==> config.mk <==
export PLATFORM = sky130hd
export DESIGN_NAME = pwr_mode_ctrl
export DESIGN_NICKNAME = d
export VERILOG_FILES = /design/src/rtl/pmc_pkg.sv /design/src/rtl/pmc_wake_detect.sv /design/src/rtl/pmc_wait_ctr.sv /design/src/rtl/pwr_mode_ctrl.sv
export SDC_FILE = /design/constraint.sdc
export NUM_CORES = 1
export LEC_CHECK = 0
export ABC_AREA = 1
export CORE_UTILIZATION = 40
export DETAILED_ROUTE_END_ITERATION = 10
export PLACE_DENSITY_LB_ADDON = 0.3
export SYNTH_ARGS = -nofsm -noshare
export SYNTH_HDL_FRONTEND = slang
export SYNTH_SLANG_ARGS = --single-unit
export TNS_END_PERCENT = 1
==> constraint.sdc <==
create_clock -name clk -period 1.7 [get_ports clk]
set_input_delay 0.34 -clock clk [delete_from_list [all_inputs] [get_ports clk]]
set_output_delay 0.34 -clock clk [all_outputs]
set_load 0.03 [all_outputs]
==> src/rtl/pmc_pkg.sv <==
package pmc_pkg;
    localparam int SEL_W = 3;
    localparam int DIV_W = 3;

    typedef enum logic [2:0] {
        PM_ACTIVE    = 3'd0,
        PM_SLEEP     = 3'd1,
        PM_SUBSLEEP  = 3'd2,
        PM_WAKE_WAIT = 3'd3,
        PM_RST_HOLD  = 3'd4,
        PM_RST_STAB  = 3'd5
    } pm_state_e;
endpackage

==> src/rtl/pmc_wake_detect.sv <==
module pmc_wake_detect #(
    parameter int NSRC = 8
) (
    input  logic [NSRC-1:0] req_i,
    input  logic [NSRC-1:0] en_i,
    input  logic            mask_i,
    input  logic            lock_i,
    output logic            wake_o
);
    logic [NSRC-1:0] hit;

    for (genvar g = 0; g < NSRC; g++) begin : g_src
        assign hit[g] = req_i[g] & en_i[g];
    end

    // A locked entry ignores every interrupt until a reset
    assign wake_o = !mask_i && !lock_i && (|hit);
endmodule

==> src/rtl/pmc_wait_ctr.sv <==
module pmc_wait_ctr #(
    parameter int CW = 11
) (
    input  logic          clk,
    input  logic          rst_n,
    input  logic          load_i,
    input  logic [CW-1:0] load_val_i,
    input  logic          run_i,
    output logic          last_o
);
    logic [CW-1:0] cnt_q;

    always_ff @(posedge clk or negedge rst_n) begin
        if (!rst_n) begin
            cnt_q <= '0;
        end else if (load_i) begin
            cnt_q <= load_val_i;
        end else if (run_i && cnt_q != '0) begin
            cnt_q <= cnt_q - CW'(1);
        end
    end

    assign last_o = (cnt_q == CW'(1));

    AST_LOAD_TAKES: assert property (@(posedge clk) disable iff (!rst_n)
        load_i |=> (cnt_q == $past(load_val_i)));
endmodule

==> src/rtl/pwr_mode_ctrl.sv <==
module pwr_mode_ctrl
    import pmc_pkg::*;
#(
    parameter int NSRC        = 8,
    parameter int STBY_BASE   = 8,
    parameter int STAB_CYCLES = 256
) (
    input  logic             clk,
    input  logic             por_n,
    input  logic             pin_rst_n_i,
    input  logic             sleep_i,
    input  logic             sub_sel_i,
    input  logic             irq_mask_i,
    input  logic [NSRC-1:0]  irq_req_i,
    input  logic [NSRC-1:0]  irq_en_i,
    input  logic             dt_en_i,
    input  logic             dt_irq_en_i,
    input  logic [SEL_W-1:0] stby_sel_i,
    input  logic [DIV_W-1:0] div_sel_i,
    output logic             osc_run_o,
    output logic             clk_gate_o,
    output logic [DIV_W-1:0] div_o,
    output logic             int_rst_o,
    output logic             irq_exc_o,
    output logic             rst_exc_o
);
    localparam int STBY_MAX = STBY_BASE << ((1 << SEL_W) - 1);
    localparam int MAXC     = (STBY_MAX > STAB_CYCLES) ? STBY_MAX : STAB_CYCLES;
    localparam int CW       = $clog2(MAXC + 1);

    pm_state_e        state_q, state_d;
    logic             irq_go, rst_go;
    logic             irq_exc_q, rst_exc_q;
    logic [DIV_W-1:0] div_q;
    logic             lock_q;
    logic             wake;
    logic             cnt_last;
    logic             accept;
    logic             ld_stby, ld_stab;
    logic [CW-1:0]    ld_val;

    pmc_wake_detect #(.NSRC(NSRC)) u_wake (
        .req_i  (irq_req_i),
        .en_i   (irq_en_i),
        .mask_i (irq_mask_i),
        .lock_i (lock_q),
        .wake_o (wake)
    );

    assign ld_stby = (state_q == PM_SUBSLEEP) && (state_d == PM_WAKE_WAIT);
    assign ld_stab = (state_q == PM_RST_HOLD) && (state_d == PM_RST_STAB);
    assign ld_val  = ld_stby ? (CW'(STBY_BASE) << stby_sel_i) : CW'(STAB_CYCLES);

    pmc_wait_ctr #(.CW(CW)) u_ctr (
        .clk        (clk),
        .rst_n      (por_n),
        .load_i     (ld_stby || ld_stab),
        .load_val_i (ld_val),
        .run_i      (osc_run_o),
        .last_o     (cnt_last)
    );

    assign accept = pin_rst_n_i && (state_q == PM_ACTIVE) && sleep_i;

    // next state: the reset pin is examined before any wake source
    always_comb begin
        state_d = state_q;
        irq_go  = 1'b0;
        rst_go  = 1'b0;
        if (!pin_rst_n_i) begin
            state_d = PM_RST_HOLD;
        end else begin
            unique case (state_q)
                PM_ACTIVE: begin
                    if (sleep_i) begin
                        if (dt_en_i && dt_irq_en_i && !irq_mask_i) begin
                            state_d = PM_ACTIVE;
                            irq_go  = 1'b1;
                        end else begin
                            state_d = sub_sel_i ? PM_SUBSLEEP : PM_SLEEP;
                        end
                    end
                end
                PM_SLEEP: begin
                    if (wake) begin
                        state_d = PM_ACTIVE;
                        irq_go  = 1'b1;
                    end
                end
                PM_SUBSLEEP: begin
                    if (wake) state_d = PM_WAKE_WAIT;
                end
                PM_WAKE_WAIT: begin
                    if (cnt_last) begin
                        state_d = PM_ACTIVE;
                        irq_go  = 1'b1;
                    end
                end
                PM_RST_HOLD: begin
                    state_d = PM_RST_STAB;
                end
                PM_RST_STAB: begin
                    if (cnt_last) begin
                        state_d = PM_ACTIVE;
                        rst_go  = 1'b1;
                    end
                end
                default: state_d = PM_RST_HOLD;
            endcase
        end
    end

    // state register and the registers that travel with it
    always_ff @(posedge clk or negedge por_n) begin
        if (!por_n) begin
            state_q   <= PM_RST_HOLD;
            irq_exc_q <= 1'b0;
            rst_exc_q <= 1'b0;
            div_q     <= '0;
            lock_q    <= 1'b0;
        end else begin
            state_q   <= state_d;
            irq_exc_q <= irq_go;
            rst_exc_q <= rst_go;
            if (accept) begin
                div_q  <= div_sel_i;
                lock_q <= irq_mask_i;
            end else if (!pin_rst_n_i) begin
                lock_q <= 1'b0;
            end
        end
    end

    // outputs decoded from the current state
    always_comb begin
        osc_run_o  = 1'b1;
        clk_gate_o = 1'b1;
        int_rst_o  = 1'b0;
        unique case (state_q)
            PM_ACTIVE:    ;
            PM_SLEEP:     clk_gate_o = 1'b0;
            PM_SUBSLEEP: begin
                osc_run_o  = 1'b0;
                clk_gate_o = 1'b0;
            end
            PM_WAKE_WAIT: clk_gate_o = 1'b0;
            PM_RST_HOLD:  int_rst_o  = 1'b1;
            PM_RST_STAB:  int_rst_o  = 1'b1;
            default:      int_rst_o  = 1'b1;
        endcase
    end

    assign div_o     = div_q;
    assign irq_exc_o = irq_exc_q;
    assign rst_exc_o = rst_exc_q;

    AST_RST_PRIORITY: assert property (@(posedge clk) disable iff (!por_n)
        !pin_rst_n_i |=> (int_rst_o && !irq_exc_o));
    AST_MASK_NO_WAKE: assert property (@(posedge clk) disable iff (!por_n)
        (state_q == PM_SUBSLEEP && irq_mask_i && pin_rst_n_i) |=> !osc_run_o);
    AST_LOCK_HOLDS: assert property (@(posedge clk) disable iff (!por_n)
        (state_q == PM_SLEEP && lock_q && pin_rst_n_i) |=> !clk_gate_o);
    AST_EXC_EXCL: assert property (@(posedge clk) disable iff (!por_n)
        $onehot0({irq_exc_o, rst_exc_o}));
    AST_GATE_NEEDS_OSC: assert property (@(posedge clk) disable iff (!por_n)
        clk_gate_o |-> osc_run_o);
    AST_DIV_HOLD: assert property (@(posedge clk) disable iff (!por_n)
        !(state_q == PM_ACTIVE && sleep_i && pin_rst_n_i) |=> $stable(div_o));
endmodule

======== Word-level counts from Yosys, hierarchy flattened ========
Index checks and enable logic that the tools add are counted.
W data, S select, Z words.
cells by class
  reduce and logical (&&, ||, !) cells .... 19
  $add $sub $neg .......................... 1
  equality and inequality tests ........... 9
  bitwise gates (word level) .............. 8
  mux-type cells .......................... 24
  shift operators ......................... 1
operators with widths
  kind                     count
  $mux W11                 3
  $mux W3                  5
  $pmux W3 S5              1
  $mux W1                  12
  $eq A11 B1 Y1 const B    1
  $reduce_bool A11 Y1      1
  $shl A4 B3 Y11 const A   1
  $sub A11 B1 Y11 const B  1
  $eq A3 B2 Y1 const B     3
  $eq A3 B3 Y1 const B     3
  $logic_and A1 B1 Y1      9
  $and A1 B1 Y1            8
  $reduce_or A8 Y1         1
  $mux W2                  2
  $reduce_or A4 Y1         1
  $eq A3 B1 Y1 const B     1
  $logic_not A3 Y1         1
  $pmux W1 S3              1
  $reduce_or A3 Y1         1
  $logic_not A1 Y1         2
  $ne A2 B1 Y1 const B     1
  $reduce_bool A2 Y1       1
  $reduce_or A2 Y1         1
  $logic_or A1 B1 Y1       1
word-level totals
  output and inout bits ................... 8
  bits of input ports ..................... 30
  logic and storage cells ................. 68
  bits in registers ....................... 20

======== Logic depth before layout (Yosys ltp) ========
  word-level depth ........................ 10
  mapped depth ............................ 14

======== Hierarchy ========
A second synthesis with hierarchy kept.
second synthesis, totals
  cells, all modules ...................... 225
  area, all modules ....................... 1,551.5 um2
modules (own cells, without submodules)
  module           area each (um2)  cells each  seq. area each (um2)  times used
  pmc_wait_ctr     868.3            121         275.3                 1
  pwr_mode_ctrl    619.3            88          226.5                 1
  pmc_wake_detect  63.8             16          0.0                   1

======== Worst setup path before layout ========
No wires, ideal clock.
  kind .................................... reg-to-reg
  from .................................... reg state_q[0]
  to ...................................... reg u_ctr.cnt_q[0]
  stages on the path, launching flop included .. 8
  slack ................................... 0.044 ns
  library setup time ...................... 0.123 ns
  data arrival time ....................... 1.533 ns
  required time ........................... 1.577 ns
  path buffers ............................ 1
  period minus slack after synthesis ...... 1.656 ns
  cells stage by stage .................... dfrtp_1 nor3_2 inv_1 nor2_8 nand2_4 buf_6 nand4_1 o21ai_1
between the ends
  elaborated cells between the ends (all ways) .. 23
RTL lines
  element                              line                  source
  from (decl)                          pwr_mode_ctrl.sv:31   pm_state_e state_q, state_d;
  from (signal assigned)               pwr_mode_ctrl.sv:122  state_q <= state_d;
  $eq A3 B2 Y1                         pwr_mode_ctrl.sv:139  unique case (state_q)
  $mux W1                              pwr_mode_ctrl.sv:139
  named net osc_run_o                  pwr_mode_ctrl.sv:20   output logic osc_run_o,
  $logic_and A1 B1 Y1                  pmc_wait_ctr.sv:18    end else if (run_i && cnt_q != '0) begin
  $reduce_bool A2 Y1 (no source line)  n/a
  to (signal assigned)                 pmc_wait_ctr.sv:17    cnt_q <= load_val_i;
  to (signal assigned)                 pmc_wait_ctr.sv:19    cnt_q <= cnt_q - CW'(1);
  to (decl)                            pmc_wait_ctr.sv:11    logic [CW-1:0] cnt_q;
The timed path passes the listed nets, and every way through them passes these cells.
A chain may end at the register's enable or synchronous reset.

======== Worst setup path after layout ========
  from .................................... reg u_ctr.cnt_q[9]
  to ...................................... reg u_ctr.cnt_q[3]
between the ends
  longest elaborated chain between the ends .. 8
  elaborated cells between the ends (all ways) .. 14
RTL lines
  element                                                line                                       source
  $eq A11 B1 Y1                                          pmc_wait_ctr.sv:23                         assign last_o = (cnt_q == CW'(1));
  $mux W3                                                pwr_mode_ctrl.sv:94, pwr_mode_ctrl.sv:103
  $pmux W3 S5                                            pwr_mode_ctrl.sv:73                        unique case (state_q)
  $mux W3                                                pwr_mode_ctrl.sv:70                        if (!pin_rst_n_i) begin
  $eq A3 B2 Y1 / $eq A3 B3 Y1 (equally long branches)    pwr_mode_ctrl.sv:50, pwr_mode_ctrl.sv:51
  $logic_and A1 B1 Y1, on equally long branches          pwr_mode_ctrl.sv:50, pwr_mode_ctrl.sv:51
  $mux W11 / $logic_or A1 B1 Y1 (equally long branches)  pwr_mode_ctrl.sv:52, pwr_mode_ctrl.sv:57
  $mux W11 / $reduce_bool A2 Y1 (equally long branches)  n/a
Several ways; a longest one is shown, not always the timed one.

==> flow_metrics.env <==
export IMPL_synth_common_cells="nand2_1 (70), nand3_1 (25), inv_1 (24)"
export IMPL_pin_count=38
export IMPL_synth_cells=216
export IMPL_core_area_um2=3442
export IMPL_synth_edff_count=0
export IMPL_clockBufferDepth=2
export IMPL_synthesis_nets=249
export IMPL_cp_max_fo=9
export IMPL_grt_overflow=0
export IMPL_holdCritPathClass="primary input to asynchronous set/reset pin"
export IMPL_yosysWarnings=0
export IMPL_holdBufCountCts=0
export IMPL_final_nets=327
export IMPL_dieArea_um2=3964
export IMPL_cts_buffers=3
export IMPL_gp_congestion=0.8434
export IMPL_synth_most_common_cell="nand2_1"
export IMPL_crit_arrival_ns=1.87
export IMPL_dieHeight_um=62.96
export IMPL_clkLatencyLatePin_ns=0.26
export IMPL_vias_per_cell=4.850
export IMPL_num_vias=1644
export IMPL_dp_slack_ns=-0.3444
export IMPL_grt_pass1_wl_mm=6.748
export IMPL_maxCapViolCount=0
export IMPL_p_leak_uw=0.001226
export IMPL_syn2layout_area_growth_pct=53.87
export IMPL_grt_use_total_pct=21.38
export IMPL_dp_hpwl_mm=2.957
export IMPL_dr_first_iter_drc_count=69
export IMPL_syn_area_per_cell_um2=6.882
export IMPL_start_util_pct=43.18
export IMPL_powerDensity_nw_per_um2=927.3
export IMPL_rsz0062_at_grt="yes"
export IMPL_syn_area_um2=1486
export IMPL_wl_per_cell_um=11.62
export IMPL_multi_input_area_um2=898.4
export IMPL_tightestPinTransition_ns=0.3283
export IMPL_synth_area_leader_cell="dfrtp_1"
export IMPL_drt_first_pass_iters=4
export IMPL_ys_seq_area_share_pct=33.75
export IMPL_die_w_um=62.96
export IMPL_rows=21
export IMPL_ys_seq_elements=20
export IMPL_fin_crit_ns=1.716
export IMPL_place_area_um2=2138
export IMPL_ant_nets=0
export IMPL_setup_viol=2
export IMPL_grt_max_degree=21
export IMPL_start_kind="register"
export IMPL_diodes=0
export IMPL_tns_ns=-0.01698
export IMPL_hold_viol_final=0
export IMPL_fmaxAchievable_mhz=582.9
export IMPL_finalPower_uw=2121
export IMPL_numClockSinks=20
export IMPL_nFillCells=288
export IMPL_finClkSkew_ns=0.008748
export IMPL_htreeDepth=1
export IMPL_end_kind="register"
export IMPL_final_area_um2=2287
export IMPL_yosys_cell_types_count=35
export IMPL_cts_tree="yes"
export IMPL_final_util_pct=66.45
export IMPL_drcViolationCount=0
export IMPL_root_buffer="clkbuf_8"
export IMPL_slew_headroom_pct=78.12
export IMPL_peakVddDrop_uv=650.4
export IMPL_path_clk_slew_ns=0.07
export IMPL_antenna_found_initial=0
export IMPL_postLayoutSetupSlackWorst_ns=-0.01563
export IMPL_grt_pass1_vias=1532
export IMPL_async_flop_share_pct=100.0
export IMPL_register_area_um2=501.7
export IMPL_numPortBuffers=37
export IMPL_status="finished with violations"
export IMPL_post_route_period_util_pct=100.9
export IMPL_final_max_slew_viol_count=0
export IMPL_ys_flop_type="dfrtp_1"
export IMPL_path_class="register to register"
export IMPL_synth_top_area_share_pct=31.99
export IMPL_layout_drive_gt1_share_pct=25.94
export IMPL_violations="setup timing"
export IMPL_cp_required_ns=1.85
export IMPL_finalWirelength_mm=3.940
export IMPL_synth_area_top_cells="dfrtp_1 (32%), nand2_1 (18%), nand3_1 (8.4%)"
[power breakdown]
group	internal [µW]	leakage (µW)	switching, µW	total (µW)
clock	167	0.0000228	153	320
sequential	586	0.000260	76.1	662
combinational	582	0.000943	558	1140
total	1330	0.00123	787	2120
[final cells by class]
type / instances / share of cell area, %
tap: 46 / 2.516
sequential: 20 / 21.94
clock buffer: 4 / 1.969
timing repair buffer: 77 / 29.70
inverter: 28 / 4.595
multi-input combinational: 164 / 39.28
[worst max-delay path, stage by stage, from the launching register on]
cell     delay [ns]
dfrtp_1        0.39
nor2_2         0.20
nand2_1        0.09
nor2_2         0.12
nand2_2        0.09
nand2_1        0.07
nand2_1        0.06
inv_2          0.06
nand3_4        0.09
buf_6          0.16
nand4_1        0.10
nand2_1        0.07
nand2_1        0.05
inv_1          0.04
[per-stage QoR]
step	hold WS, ns	instances
global placement	0.4858	329
global route	0.4515	339
floorplan	0.04441	216
detailed placement	0.4969	329
CTS	0.4266	336
finish	0.4189	339
[logic make-up after synthesis]
group / Yosys count / synth area share, %
mux: 3 / 2.273
simple gates: 145 / 46.47
xor+xnor: 3 / 1.768
fa+ha+maj: 3 / 2.526
buf+inv: 32 / 8.670
compound gates: 10 / 4.546
flops: 20 / 33.75
[timing repair]
action                                  in CTS  in global routing
pin swaps                                   10                  1
endpoints found under the setup margin      12                 12
resized for setup                           14                  4
setup buffers                                3                  3
[cells in the final DEF (no fill, tap or decap), types with 2 or more instances in the layout]
cell and instances:
a21oi_2 2, buf_4 39, buf_6 4, clkbuf_8 3
clkdlybuf4s50_1 32, dfrtp_1 19, ha_1 2, inv_1 21
inv_2 7, mux2_2 3, nand2_1 69, nand2_2 3
nand3_1 24, nand3_4 2, nand3b_1 2, nand4_1 12
nor2_1 19, nor2_2 4, nor3_1 2, o21ai_0 2
o21ai_1 2, xor2_1 2
[state kept, by name, indices dropped and copies added (netlist names)]
name         cells
div_o            3
irq_exc_o        1
lock_q           1
state_q          3
u_ctr.cnt_q     11
rst_exc_o        1
[final timing paths]
kind,cells after the start,from,end,slack [ns]
max in group asynchronous,2,por_n,state_q[2]$_DFF_PN1_,1.00
worst min-delay path,2,por_n,irq_exc_o$_DFF_PN0_,0.42
min in group clk,1,div_o[2]$_DFFE_PN0P_,div_o[2]$_DFFE_PN0P_,0.51
worst min register to register,1,div_o[2]$_DFFE_PN0P_,div_o[2]$_DFFE_PN0P_,0.51
worst max register to register,13,u_ctr.cnt_q[9]$_DFFE_PN0P_,u_ctr.cnt_q[3]$_DFFE_PN0P_,-0.02
worst max-delay path,13,u_ctr.cnt_q[9]$_DFFE_PN0P_,u_ctr.cnt_q[3]$_DFFE_PN0P_,-0.02
[metal layers]
| layer | track usage (%) | up-vias | wire, µm |
|---|---|---|---|
| li1 | - | 852 | - |
| met1 | 29.56 | 746 | 1885 |
| met2 | 32.39 | 40 | 1819 |
| met3 | 4.562 | 6 | 193 |
| met4 | 7.849 | 0 | 42 |
| met5 | 0 | - | 0 |
No activity file was read; power rests on OpenSTA's default activity.
